**src/rtl/bm_pkg.sv**
```systemverilog
package bm_pkg;

    typedef struct packed {
        logic [7:0] sel;
        logic [7:0] ext;
    } bm_regs_t;

    typedef struct packed {
        logic lin;
    } bm_mode_t;

endpackage

```
**src/rtl/bm_regs.sv**
```systemverilog
module bm_regs
    import bm_pkg::*;
(
    input  logic      clk,
    input  logic      rst_n,
    input  logic      we,
    input  logic      ext_sel,
    input  logic [7:0] wdata,
    output bm_regs_t  regs_d,
    output bm_regs_t  regs_q
);

    always_comb begin
        regs_d = regs_q;
        if (we) begin
            if (ext_sel) regs_d.ext = wdata;
            else         regs_d.sel = wdata;
        end
    end

    always_ff @(posedge clk) begin
        if (!rst_n) regs_q <= '0;
        else        regs_q <= regs_d;
    end


    store_chk: assert property (@(posedge clk) disable iff (!rst_n)
        we |=> ($past(ext_sel) ? regs_q.ext : regs_q.sel) == $past(wdata));

endmodule

```
**src/rtl/bm_gate.sv**
```systemverilog
module bm_gate
    import bm_pkg::*;
(
    input  logic clk,
    input  logic rst_n,
    input  logic bank_we,
    input  logic bank_ext_sel,
    input  logic unlock,
    input  logic crtc_we,
    input  logic crtc_lin,
    output logic upd_sel,
    output logic upd_ext,
    output logic reload,
    output logic lin_mode
);

    bm_mode_t mode_d, mode_q;
    logic     open_d;

    always_comb begin
        mode_d  = mode_q;
        open_d  = bank_we && unlock && !mode_q.lin;
        upd_sel = open_d && !bank_ext_sel;
        upd_ext = open_d && bank_ext_sel;
        reload  = crtc_we && !crtc_lin;
        if (crtc_we) mode_d.lin = crtc_lin;
    end

    always_ff @(posedge clk) begin
        if (!rst_n) mode_q <= '0;
        else        mode_q <= mode_d;
    end

    assign lin_mode = mode_q.lin;


    lin_gate_chk: assert property (@(posedge clk) disable iff (!rst_n)
        lin_mode |-> !upd_sel && !upd_ext);


    lin_follow_chk: assert property (@(posedge clk) disable iff (!rst_n)
        crtc_we |=> lin_mode == $past(crtc_lin));

endmodule

```
**src/rtl/bm_base.sv**
```systemverilog
module bm_base
    import bm_pkg::*;
#(
    parameter int BASE_W    = 21,
    parameter int UNIT_LOG2 = 16,
    parameter int NIB_LO    = 0,
    parameter int EXT_BIT   = 0
)(
    input  logic              clk,
    input  logic              rst_n,
    input  bm_regs_t          regs_d,
    input  logic              upd_sel,
    input  logic              upd_ext,
    input  logic              reload,
    output logic [BASE_W-1:0] base
);

    localparam int HI_W  = BASE_W - UNIT_LOG2;
    localparam int NIB_W = HI_W - 1;

    logic [HI_W-1:0] hi_d, hi_q;

    always_comb begin
        hi_d = hi_q;
        if (reload) begin
            hi_d = {regs_d.ext[EXT_BIT], regs_d.sel[NIB_LO +: NIB_W]};
        end else begin
            if (upd_sel) hi_d[NIB_W-1:0] = regs_d.sel[NIB_LO +: NIB_W];
            if (upd_ext) hi_d[NIB_W]     = regs_d.ext[EXT_BIT];
        end
    end

    always_ff @(posedge clk) begin
        if (!rst_n) hi_q <= '0;
        else        hi_q <= hi_d;
    end

    assign base = {hi_q, {UNIT_LOG2{1'b0}}};


    ext_keeps_nib_chk: assert property (@(posedge clk) disable iff (!rst_n)
        upd_ext && !upd_sel && !reload |=> $stable(hi_q[NIB_W-1:0]));


    sel_keeps_top_chk: assert property (@(posedge clk) disable iff (!rst_n)
        upd_sel && !upd_ext && !reload |=> $stable(hi_q[NIB_W]));

endmodule

```
**src/rtl/bank_mapper.sv**
```systemverilog
module bank_mapper
    import bm_pkg::*;
#(
    parameter int BASE_W    = 21,
    parameter int UNIT_LOG2 = 16
)(
    input  logic              clk,
    input  logic              rst_n,
    input  logic              bank_we,
    input  logic              bank_ext_sel,
    input  logic [7:0]        bank_wdata,
    input  logic              unlock,
    input  logic              crtc_we,
    input  logic              crtc_lin,
    output logic [BASE_W-1:0] wr_base,
    output logic [BASE_W-1:0] rd_base,
    output logic [7:0]        sel_rdback,
    output logic [7:0]        ext_rdback
);

    localparam int NIB_W = BASE_W - UNIT_LOG2 - 1;

    bm_regs_t    regs_d, regs_q;
    logic        upd_sel, upd_ext, reload, lin_mode;
    logic [BASE_W-1:0] base_arr [2];

    bm_regs u_regs (
        .clk(clk), .rst_n(rst_n), .we(bank_we), .ext_sel(bank_ext_sel),
        .wdata(bank_wdata), .regs_d(regs_d), .regs_q(regs_q)
    );

    bm_gate u_gate (
        .clk(clk), .rst_n(rst_n), .bank_we(bank_we), .bank_ext_sel(bank_ext_sel),
        .unlock(unlock), .crtc_we(crtc_we), .crtc_lin(crtc_lin),
        .upd_sel(upd_sel), .upd_ext(upd_ext), .reload(reload), .lin_mode(lin_mode)
    );

    // direction 0 = write base (low nibble, ext bit 0); 1 = read base (high nibble, ext bit 4)
    for (genvar g = 0; g < 2; g++) begin : g_dir
        bm_base #(
            .BASE_W(BASE_W), .UNIT_LOG2(UNIT_LOG2),
            .NIB_LO(g * 4), .EXT_BIT(g * 4)
        ) u_base (
            .clk(clk), .rst_n(rst_n), .regs_d(regs_d),
            .upd_sel(upd_sel), .upd_ext(upd_ext), .reload(reload),
            .base(base_arr[g])
        );
    end

    assign wr_base    = base_arr[0];
    assign rd_base    = base_arr[1];
    assign sel_rdback = regs_q.sel;
    assign ext_rdback = regs_q.ext;


    sel_apply_chk: assert property (@(posedge clk) disable iff (!rst_n)
        bank_we && !bank_ext_sel && unlock && !lin_mode && !crtc_we |=>
        wr_base[UNIT_LOG2 +: NIB_W] == $past(bank_wdata[NIB_W-1:0]) &&
        rd_base[UNIT_LOG2 +: NIB_W] == $past(bank_wdata[4 +: NIB_W]));


    locked_hold_chk: assert property (@(posedge clk) disable iff (!rst_n)
        !unlock && !crtc_we |=> $stable(wr_base) && $stable(rd_base));


    linear_hold_chk: assert property (@(posedge clk) disable iff (!rst_n)
        lin_mode && !crtc_we |=> $stable(wr_base) && $stable(rd_base));


    lin_on_keep_chk: assert property (@(posedge clk) disable iff (!rst_n)
        crtc_we && crtc_lin && (!bank_we || lin_mode || !unlock) |=>
        $stable(wr_base) && $stable(rd_base));


    reload_chk: assert property (@(posedge clk) disable iff (!rst_n)
        crtc_we && !crtc_lin |=>
        wr_base[BASE_W-1:UNIT_LOG2] == {ext_rdback[0], sel_rdback[NIB_W-1:0]} &&
        rd_base[BASE_W-1:UNIT_LOG2] == {ext_rdback[4], sel_rdback[4 +: NIB_W]});


    ext_rdback_chk: assert property (@(posedge clk) disable iff (!rst_n)
        bank_we && bank_ext_sel |=> ext_rdback == $past(bank_wdata));

endmodule

```
**config.mk**
```make
export PLATFORM = sky130hd
export DESIGN_NAME = bank_mapper
export DESIGN_NICKNAME = d
export VERILOG_FILES = /design/src/rtl/bm_pkg.sv /design/src/rtl/bm_regs.sv /design/src/rtl/bm_gate.sv /design/src/rtl/bm_base.sv /design/src/rtl/bank_mapper.sv
export SDC_FILE = /design/constraint.sdc
export NUM_CORES = 1
export LEC_CHECK = 0
export BUFFER_PORTS_ARGS = -buffer_cell sky130_fd_sc_hd__buf_4
export CORE_MARGIN = 5
export CORE_UTILIZATION = 25
export CTS_CLUSTER_SIZE = 14
export DETAILED_ROUTE_END_ITERATION = 8
export PLACE_DENSITY = 0.5
export SETUP_SLACK_MARGIN = 0.05
export SYNTH_ARGS = -nofsm -noshare
export SYNTH_HDL_FRONTEND = slang
export SYNTH_HIERARCHICAL = 1
export SYNTH_SLANG_ARGS = --single-unit
```
**constraint.sdc**
```tcl
create_clock -name clk -period 1.6 [get_ports clk]
set_clock_uncertainty 0.2 [all_clocks]
set_input_delay 0.08 -clock clk [delete_from_list [all_inputs] [get_ports clk]]
set_output_delay 0.08 -clock clk [all_outputs]
set_load 0.1 [all_outputs]
```
# [Word-level counts from Yosys, hierarchy flattened]
# Index checks and enable logic that the tools add are counted.
[classes] n_mux=9 n_reduce_logical=11
[op_table] operator="2-to-1 mux 16 bit" count=1
[op_table] operator="2-to-1 mux 8 bit" count=2
[op_table] operator="2-to-1 mux 5 bit" count=2
[op_table] operator="2-to-1 mux 4 bit" count=2
[op_table] operator="logical AND 1 bit" count=5
[op_table] operator="nonzero test 2 bit" count=2
[op_table] operator="zero test 1 bit" count=3
[op_table] operator="2-to-1 mux 1 bit" count=2
[op_table] operator="AND reduction 2 bit" count=1
[word_totals] in_bits=15 output_inout_bits=58 regBits=27

# [Longest topological paths before layout]
# Gate-level depths: netlist of run 1.
[depth] word_depth=5 depth_mapped=6 depth_no_buf=4

# [Cells and area by module]
# The synthesis of run 1 kept the hierarchy.
[modules_own_cells] mod="bm_regs" area_per_inst_um2=819.5 instances=1 seq_area_each_um2=320.3 cells_each=79
[modules_own_cells] mod="bm_base" area_per_inst_um2=339.1 instances=2 seq_area_each_um2=100.1 cells_each=39
[modules_own_cells] mod="bm_gate" area_per_inst_um2=58.8 instances=1 seq_area_each_um2=20.0 cells_each=7

# [Worst setup path before layout of run 1]
# OpenSTA, ideal clock, no wires.
[synth_path] path_type="reg2reg" from="register u_regs/regs_q[0] (netlist name)" to="register g_dir[0].u_base.hi_q[4]" path_stages_with_launch=4 path_slack_ps=-73 arrival_time_ps=1385 setup_time_ps=87 period_less_slack_ps=1673 path_cell_list="dfxtp_1 mux2_2 o211ai_1 o31ai_1"
[synth_lines] element="end signal, assigned" line="bm_base.sv:35" text="else hi_q <= hi_d;"
[synth_lines] element="end, declared" line="bm_base.sv:21" text="logic [HI_W-1:0] hi_d, hi_q;"

==> flow_summary.json, run 1 <==
{
  "grt_antenna_before_repair": 0,
  "post_synth_inst_count": 158,
  "vias_in_the_first_global_route": 1053,
  "coreArea_um2": 5850,
  "grt_util_all_layers_pct": 8.87,
  "period_minus_slack_ps": 1480,
  "ios": 73,
  "worst_ep_arrival_time_ps": 1450,
  "clkLatencyLatePin_ps": 270,
  "worst_hold_path.num_cells": 3,
  "area.growth.synth_to_final_pct": 27.0,
  "globalRouteOverflowTotal": 0,
  "crit_path_start_kind": "input pin",
  "drt_first_iter_violations": 46,
  "floorplan.initialDensity_pct": 25.4,
  "io_buffers": 40,
  "worst_hold_path.endpoint": "u_regs/regs_q[0]$_SDFF_PN0_",
  "end_kind": "register",
  "timing.critical_path.slowest_stage_cell": "dlygate4sd3_1",
  "vias": 1116,
  "finalSetupViolations": 0,
  "outcome": "finished clean",
  "worst_reg2reg_setup_slack_ps": 230,
  "routed_length_per_instance_um": 12.0,
  "grt_pass1_wl_um": 5340,
  "r2r-end": "u_gate/lin_mode$_SDFFE_PN0P_",
  "clockBufferDepth": 2,
  "rows": 28,
  "hold_path.class": "input pin to register",
  "netlist_area_um2": 1490,
  "final-max-slew-violation-count": 0,
  "slew_headroom_pct": 42.1,
  "antenna_violating_nets_post_route": 0,
  "final_area_um2": 1890,
  "resized_cells_post_cts": 0,
  "htree_num_levels": 1,
  "synthesis_warning_total": 6,
  "post_route_cells_drive_above_1_share_pct": 38.3,
  "critical-path-top-cell-by-count": "dlygate4sd3_1",
  "dieHeight_um": 87.2,
  "routed_via_density": 3.97,
  "cts.reportedPaths.clkPinSlew_ps": 90,
  "dp.final_hpwl_um": 2570,
  "finalCritPeriodShare_pct": 92.3,
  "cellLeakagePower_uw": 0.000912,
  "drt_pre_antenna_iters": 4,
  "clk_root_buffer_cell": "clkbuf_8",
  "drt_drc_violations_left": 0,
  "post_cts.repair.setup_buffers": 0,
  "pin_count_of_the_biggest_net_entering_global_routing": 46,
  "die_area_um2": 7600,
  "clkSinkCount": 27,
  "r2r-start": "u_gate/lin_mode$_SDFFE_PN0P_",
  "synth_area_per_cell_um2": 9.42,
  "fmax_ghz": 0.677,
  "critPathMaxStageDelay_ps": 560,
  "n_fill_cell": 616,
  "placedInstanceArea_um2": 1740,
  "cts_tree": "done",
  "vdd_drop_max_mv": 0.398,
  "cts-buffers-inserted": 3,
  "required_ps": 1570,
  "final.setup.tns_ps": 0,
  "launch_instance_of_the_worst_min_delay_path": "bank_we",
  "nets": 222,
  "rsz0062_at_grt": "no",
  "path_cells": "buf_4, dlygate4sd3_1, mux2i_1, dlygate4sd3_1, nor2b_1",
  "critical_path_peak_fanout": 2,
  "critPathKind": "input pin to register",
  "die-width_um": 87.2,
  "power-per-cell-area_nw_per_um2": 1010,
  "worst_pin_slew_ps": 866,
  "antenna_cells": 0,
  "maxCapViolations": 0,
  "rr_worst_depth": 3,
  "place.gp.congestion": 0.722,
  "hold_viol": 0,
  "totalWireLength_um": 3380
}
## power breakdown
part | switching, uW | total (uW) | leakage, uW | internal [uW]
registers | 20.8 | 727 | 0.000225 | 706
clock network | 213 | 387 | 0.0000255 | 174
logic | 652 | 792 | 0.000662 | 140
## layout by cell type, fill, tap and decap left out, drive strengths merged
master and count:
dfxtp 27, o31ai 2, dlygate4sd3 10, clkbuf 3, clkinv 1, nor3 1
nand2b 1, conb 32, or2 2, nand2 36, o21ai 8, buf 43
nor3b 1, mux2 10, o211ai 10, mux2i 17, nor2b 2
## critical path, delay by kind of cell
kind,cells,cell delay [ps]
and+or+nand+nor,1,40
buffers and inverters,3,1210
muxes,1,120
## cell type report
type	instances	area (um^2)	share of cell area, %
timing repair buffer	53	435	23.0
tap	75	93.8	4.96
clock buffer	3	41.3	2.18
clock inverter	1	5.00	0.265
multi-input combinational	122	762	40.3
sequential	27	553	29.3
## flip-flops by register name, summed over array words and instances, names as in the netlist
| name | count |
|---|---|
| u_gate/lin_mode | 1 |
| g_dir.u_base/hi_q | 10 |
| u_regs/regs_q | 16 |
## repair_timing
item,4_1_cts,5_1_grt
endpoints found under the hold margin,17,0
endpoints found under the setup margin,0,0
hold buffers,10,0
## metrics by stage
| step | setup slack [ps] | instances | total power (uW) | hold WS, ps | util, % |
|---|---|---|---|---|---|
| floorplan | 99.1 | 188 | 1470 | 8.17 | - |
| global placement | 79.1 | 267 | 1510 | 166 | 29.8 |
| detailed placement | 38.5 | 267 | 1520 | 173 | 29.8 |
| CTS | 140 | 281 | 1930 | 15.7 | 32.3 |
| global route | 80.5 | 281 | 1990 | 25.8 | 32.3 |
| finish | 124 | 281 | 1910 | 13.7 | 32.3 |
## metal layers
layer / global-route usage, % / vias to the layer above / routed length (um)
met3: 1.42 / 2 / 219
met5: 0 / - / 0
met1: 12.1 / 504 / 1540
met2: 14.2 / 43 / 1590
li1: - / 567 / -
met4: 2.93 / 0 / 39
## how the worst max path moves through the flow
stage / start / endpoint / cells past startpoint
finish: crtc_lin / u_gate/lin_mode$_SDFFE_PN0P_ / 5
global route: crtc_lin / u_gate/lin_mode$_SDFFE_PN0P_ / 5
CTS: crtc_lin / u_gate/lin_mode$_SDFFE_PN0P_ / 5
detailed placement: crtc_lin / g_dir[1].u_base/hi_q[0]$_SDFFE_PN0P_ / 4
global placement: crtc_lin / g_dir[0].u_base/hi_q[3]$_SDFFE_PN0P_ / 4
floorplan: g_dir[0].u_base/hi_q[4]$_SDFFE_PN0P_ / g_dir[0].u_base/hi_q[4]$_SDFFE_PN0P_ / 2
No activity file was read; power rests on OpenSTA's default activity.
==> inputs of run 2 (changes only) <==
Settings changed: BUFFER_PORTS_ARGS -buffer_cell sky130_fd_sc_hd__buf_4 to unset, DONT_BUFFER_PORTS set to 1, PLACE_DENSITY 0.5 to 0.4.
==> flow_summary.json, run 2 (synthesized netlist as in run 1, its figures left out) <==
{
  "rows": 28,
  "worst_reg2reg_setup_slack_ps": 190,
  "preCtsSetupSlack_ps": 83.1,
  "post_layout_nonfiller_instances": 284,
  "dpl.cell_count": 252,
  "vdd_drop_max_mv": 0.453,
  "top_register": "u_regs/regs_q",
  "dieHeight_um": 87.2,
  "slew_headroom_pct": 39.6,
  "antenna_cells": 0,
  "finalSetupViolations": 0,
  "cts-buffers-inserted": 3,
  "grt_antenna_before_repair": 0,
  "drt_pre_antenna_iters": 4,
  "worst_hold_path.num_cells": 3,
  "clkSinkCount": 27,
  "pin_count_of_the_biggest_net_entering_global_routing": 35,
  "max_reg_flops": 16,
  "end_kind": "register",
  "grt_pass1_wl_um": 5870,
  "cts_tree": "done",
  "antenna_violating_nets_post_route": 0,
  "cellLeakagePower_uw": 0.000915,
  "multi_input_combinational_cell_area_um2": 768,
  "final.setup.tns_ps": 0,
  "vias_in_the_first_global_route": 1185,
  "drt_drc_violations_left": 0,
  "most-common-layout-cells": "nand2_1, conb_1, buf_4, dlygate4sd3_1",
  "fmax_ghz": 0.672,
  "routed_length_per_instance_um": 13.1,
  "coreArea_um2": 5850,
  "finalPower_uw": 1930,
  "r2r-start": "g_dir[0].u_base/hi_q[4]$_SDFFE_PN0P_",
  "clockBufferDepth": 2,
  "die-width_um": 87.2,
  "period_minus_slack_ps": 1490,
  "rr_worst_depth": 3,
  "finalCritPeriodShare_pct": 93.0,
  "critical_path_peak_fanout": 15,
  "final.setup.worst_slack_ps": 112,
  "globalRouteOverflowTotal": 0,
  "hold_path.class": "input pin to register",
  "die_area_um2": 7600,
  "vias": 1192,
  "nets": 225,
  "area.growth.synth_to_final_pct": 32.4,
  "regArea_um2": 553,
  "post_route_cells_drive_above_1_share_pct": 34.0,
  "worst_ep_arrival_time_ps": 1460,
  "place.gp.congestion": 0.686,
  "power-per-cell-area_nw_per_um2": 980,
  "final-max-slew-violation-count": 0,
  "worst_hold_path.endpoint": "u_regs/regs_q[9]$_SDFF_PN0_",
  "cts.reportedPaths.clkPinSlew_ps": 100,
  "outcome": "finished clean",
  "htree_num_levels": 1,
  "clk_root_buffer_cell": "clkbuf_8",
  "routed_via_density": 4.20,
  "r2r-end": "g_dir[0].u_base/hi_q[4]$_SDFFE_PN0P_",
  "ios": 73,
  "n_fill_cell": 605,
  "grt_util_all_layers_pct": 9.82,
  "io_buffers": 0,
  "required_ps": 1570,
  "crit_path_start_kind": "input pin",
  "critPathKind": "input pin to register",
  "floorplan.initialDensity_pct": 25.4,
  "drt_first_iter_violations": 28,
  "totalWireLength_um": 3720,
  "maxCapViolations": 0,
  "dp.final_hpwl_um": 2570,
  "hold_viol": 0,
  "layout.cells.most_common": "nand2_1",
  "launch_instance_of_the_worst_min_delay_path": "bank_ext_sel",
  "clkLatencyLatePin_ps": 280,
  "worst_pin_slew_ps": 904,
  "rsz0062_at_grt": "no",
  "timing.hold.ws_ps": 5.68
}
[run 2: stage by stage]
step | utilization, % | instance area, um^2
after global routing | 33.7 | 1970
final | 33.7 | 1970
after CTS | 33.1 | 1940
after floorplan | - | 1620
after detailed placement | 27.9 | 1630
after global placement | 27.9 | 1630
[run 2: metal layers]
layer	share of wire [%]	up-vias	GRT usage, %
met5	0	-	0
met1	41	569	11.7
met3	8.1	5	2.18
met2	50	48	16.9
met4	1.5	0	4.18
li1	-	570	-
[run 2: worst max-delay path, stage by stage]
cell,delay (ps)
dlygate4sd3_1,550
nand2b_1,120
buf_12,160
mux2_2,340
o211ai_1,120
o21ai_2,80
[run 2: where the power goes]
group / total [uW] / switching (uW) / internal, uW
sequential: 728 / 21.5 / 706
combinational: 804 / 655 / 150
clock: 401 / 226 / 175
total: 1930 / 902 / 1030
[run 2: worst max-delay path by stage]
stage / start / endpoint / slack, ps
5_1_grt: bank_we / g_dir[0].u_base/hi_q[1]$_SDFFE_PN0P_ / 80
4_1_cts: u_gate/lin_mode$_SDFFE_PN0P_ / g_dir[1].u_base/hi_q[1]$_SDFFE_PN0P_ / 60
2_1_floorplan: g_dir[0].u_base/hi_q[4]$_SDFFE_PN0P_ / g_dir[0].u_base/hi_q[4]$_SDFFE_PN0P_ / 100
3_5_place_dp: u_gate/lin_mode$_SDFFE_PN0P_ / g_dir[0].u_base/hi_q[3]$_SDFFE_PN0P_ / 80
3_3_place_gp: u_gate/lin_mode$_SDFFE_PN0P_ / g_dir[0].u_base/hi_q[2]$_SDFFE_PN0P_ / 140
6_report: bank_we / g_dir[0].u_base/hi_q[3]$_SDFFE_PN0P_ / 110
[run 2: timing repair]
action	CTS	global route
hold buffers	24	0
setup buffers	0	5
hold endpoints to repair	27	0
resized for setup	0	1
setup endpoints to repair	0	9
[run 2: layout make-up]
cell class | instances | share of cell area [%]
Sequential cell | 27 | 28.0
Tap cell | 75 | 4.76
Clock inverter | 1 | 0.254
Multi-Input combinational cell | 122 | 39.0
Clock buffer | 3 | 2.09
Timing Repair Buffer | 56 | 25.9
==> inputs of run 3 (changes only) <==
Settings changed: PLACE_DENSITY 0.4 to unset.
==> flow_summary.json, run 3 (synthesized netlist as in run 1, its figures left out) <==
{
  "outcome": "finished clean",
  "routed_length_per_instance_um": 12.6,
  "slew_headroom_pct": 41.4,
  "coreArea_um2": 5850,
  "finalSetupViolations": 0,
  "die-width_um": 87.2,
  "vdd_drop_max_mv": 0.371,
  "r2r-end": "u_gate/lin_mode$_SDFFE_PN0P_",
  "rows": 28,
  "launch_instance_of_the_worst_min_delay_path": "bank_ext_sel",
  "final.setup.worst_slack_ps": 111,
  "period_minus_slack_ps": 1490,
  "crit_path_start_kind": "input pin",
  "multi_input_combinational_cell_area_um2": 762,
  "grt_util_all_layers_pct": 9.48,
  "cts.reportedPaths.clkPinSlew_ps": 100,
  "timing.hold.ws_ps": 34.2,
  "globalRouteOverflowTotal": 0,
  "resized_cells_post_cts": 0,
  "dp.final_hpwl_um": 2510,
  "worst_hold_path.endpoint": "g_dir[0].u_base/hi_q[4]$_SDFFE_PN0P_",
  "critical_path_peak_fanout": 7,
  "worst_ep_arrival_time_ps": 1420,
  "drt_drc_violations_left": 0,
  "post_route_cells_drive_above_1_share_pct": 31.9,
  "post_cts.repair.setup_buffers": 0,
  "critPathKind": "input pin to register",
  "worst_reg2reg_setup_slack_ps": 210,
  "nets": 226,
  "cp-startpoint": "bank_ext_sel",
  "final_area_um2": 1980,
  "layout.cells.most_common": "nand2_1",
  "die_area_um2": 7600,
  "drt_first_iter_violations": 37,
  "regArea_um2": 553,
  "top_register": "u_regs/regs_q",
  "most-common-layout-cells": "nand2_1, conb_1, buf_4, dlygate4sd3_1",
  "worst_hold_path.num_cells": 2,
  "dieHeight_um": 87.2,
  "finalPower_uw": 1920,
  "vias": 1168,
  "antenna_cells": 0,
  "n_fill_cell": 609,
  "worst_pin_slew_ps": 877,
  "final-max-slew-violation-count": 0,
  "grt_pass1_wl_um": 5720,
  "max_reg_flops": 16,
  "ios": 73,
  "rsz0062_at_grt": "no",
  "clkSinkCount": 27,
  "final.setup.tns_ps": 0,
  "routed_via_density": 4.10,
  "clockBufferDepth": 2,
  "htree_num_levels": 1,
  "required_ps": 1530,
  "r2r-start": "u_gate/lin_mode$_SDFFE_PN0P_",
  "power-per-cell-area_nw_per_um2": 969,
  "clkLatencyLatePin_ps": 270,
  "place.gp.congestion": 0.657,
  "placedInstanceArea_um2": 1650,
  "hold_viol": 0,
  "floorplan.initialDensity_pct": 25.4,
  "hold_path.class": "input pin to register",
  "pin_count_of_the_biggest_net_entering_global_routing": 35,
  "cellLeakagePower_uw": 0.000921,
  "area.growth.synth_to_final_pct": 33.1,
  "vias_in_the_first_global_route": 1165,
  "end_kind": "register",
  "fmax_ghz": 0.672,
  "totalWireLength_um": 3600,
  "finalCritPeriodShare_pct": 93.0,
  "cts-buffers-inserted": 3,
  "preCtsSetupSlack_ps": 143,
  "antenna_violating_nets_post_route": 0,
  "cts_tree": "done",
  "drt_pre_antenna_iters": 4,
  "io_buffers": 0,
  "clk_root_buffer_cell": "clkbuf_8",
  "rr_worst_depth": 3,
  "grt_antenna_before_repair": 0,
  "maxCapViolations": 0
}
run 3: final cells by class:
type	instances	area share, %
timing repair buffer	57	26.6
multi-input combinational	122	38.4
sequential	27	27.9
tap	75	4.73
clock buffer	4	2.27
run 3: power breakdown:
part / leakage, uW / internal, uW / switching, uW / total, uW
Sequential: 0.000225 / 706 / 19.8 / 726
Clock: 0.0000228 / 178 / 211 / 389
Combinational: 0.000673 / 151 / 654 / 805
Total: 0.000921 / 1040 / 885 / 1920
run 3: per-stage QoR:
| stage | util [%] | std cells |
|---|---|---|
| final | 33.9 | 285 |
| after global routing | 33.9 | 285 |
| after CTS | 33.9 | 285 |
| after detailed placement | 28.1 | 254 |
| after global placement | 28.1 | 254 |
| after floorplan | - | 188 |
run 3: repair_timing:
| item | in CTS | in global routing |
|---|---|---|
| hold buffers | 27 | 0 |
| endpoints found under the hold margin | 27 | 0 |
| setup endpoints to repair | 0 | 0 |
run 3: routing by layer:
| metal | vias up | GRT usage (%) | share of wire, % |
|---|---|---|---|
| met4 | 0 | 2.51 | 0.83 |
| met2 | 46 | 16.6 | 51 |
| met3 | 4 | 1.51 | 6.3 |
| met1 | 544 | 12.1 | 42 |
| met5 | - | 0 | 0 |
| li1 | 574 | - | - |
run 3: how the worst max path moves through the flow:
stage	end	cells past startpoint	slack, ps
after global placement	g_dir[0].u_base/hi_q[3]$_SDFFE_PN0P_	3	190
after floorplan	g_dir[0].u_base/hi_q[4]$_SDFFE_PN0P_	2	100
after global routing	g_dir[1].u_base/hi_q[4]$_SDFFE_PN0P_	5	50
after detailed placement	g_dir[1].u_base/hi_q[3]$_SDFFE_PN0P_	3	140
final	g_dir[1].u_base/hi_q[4]$_SDFFE_PN0P_	5	110
after CTS	g_dir[1].u_base/hi_q[4]$_SDFFE_PN0P_	5	120
run 3: worst max-delay path, stage by stage:
cell and delay (ps):
dlygate4sd3_1 560, nand2_2 200, mux2_2 390, o211ai_1 80, o31ai_1 100
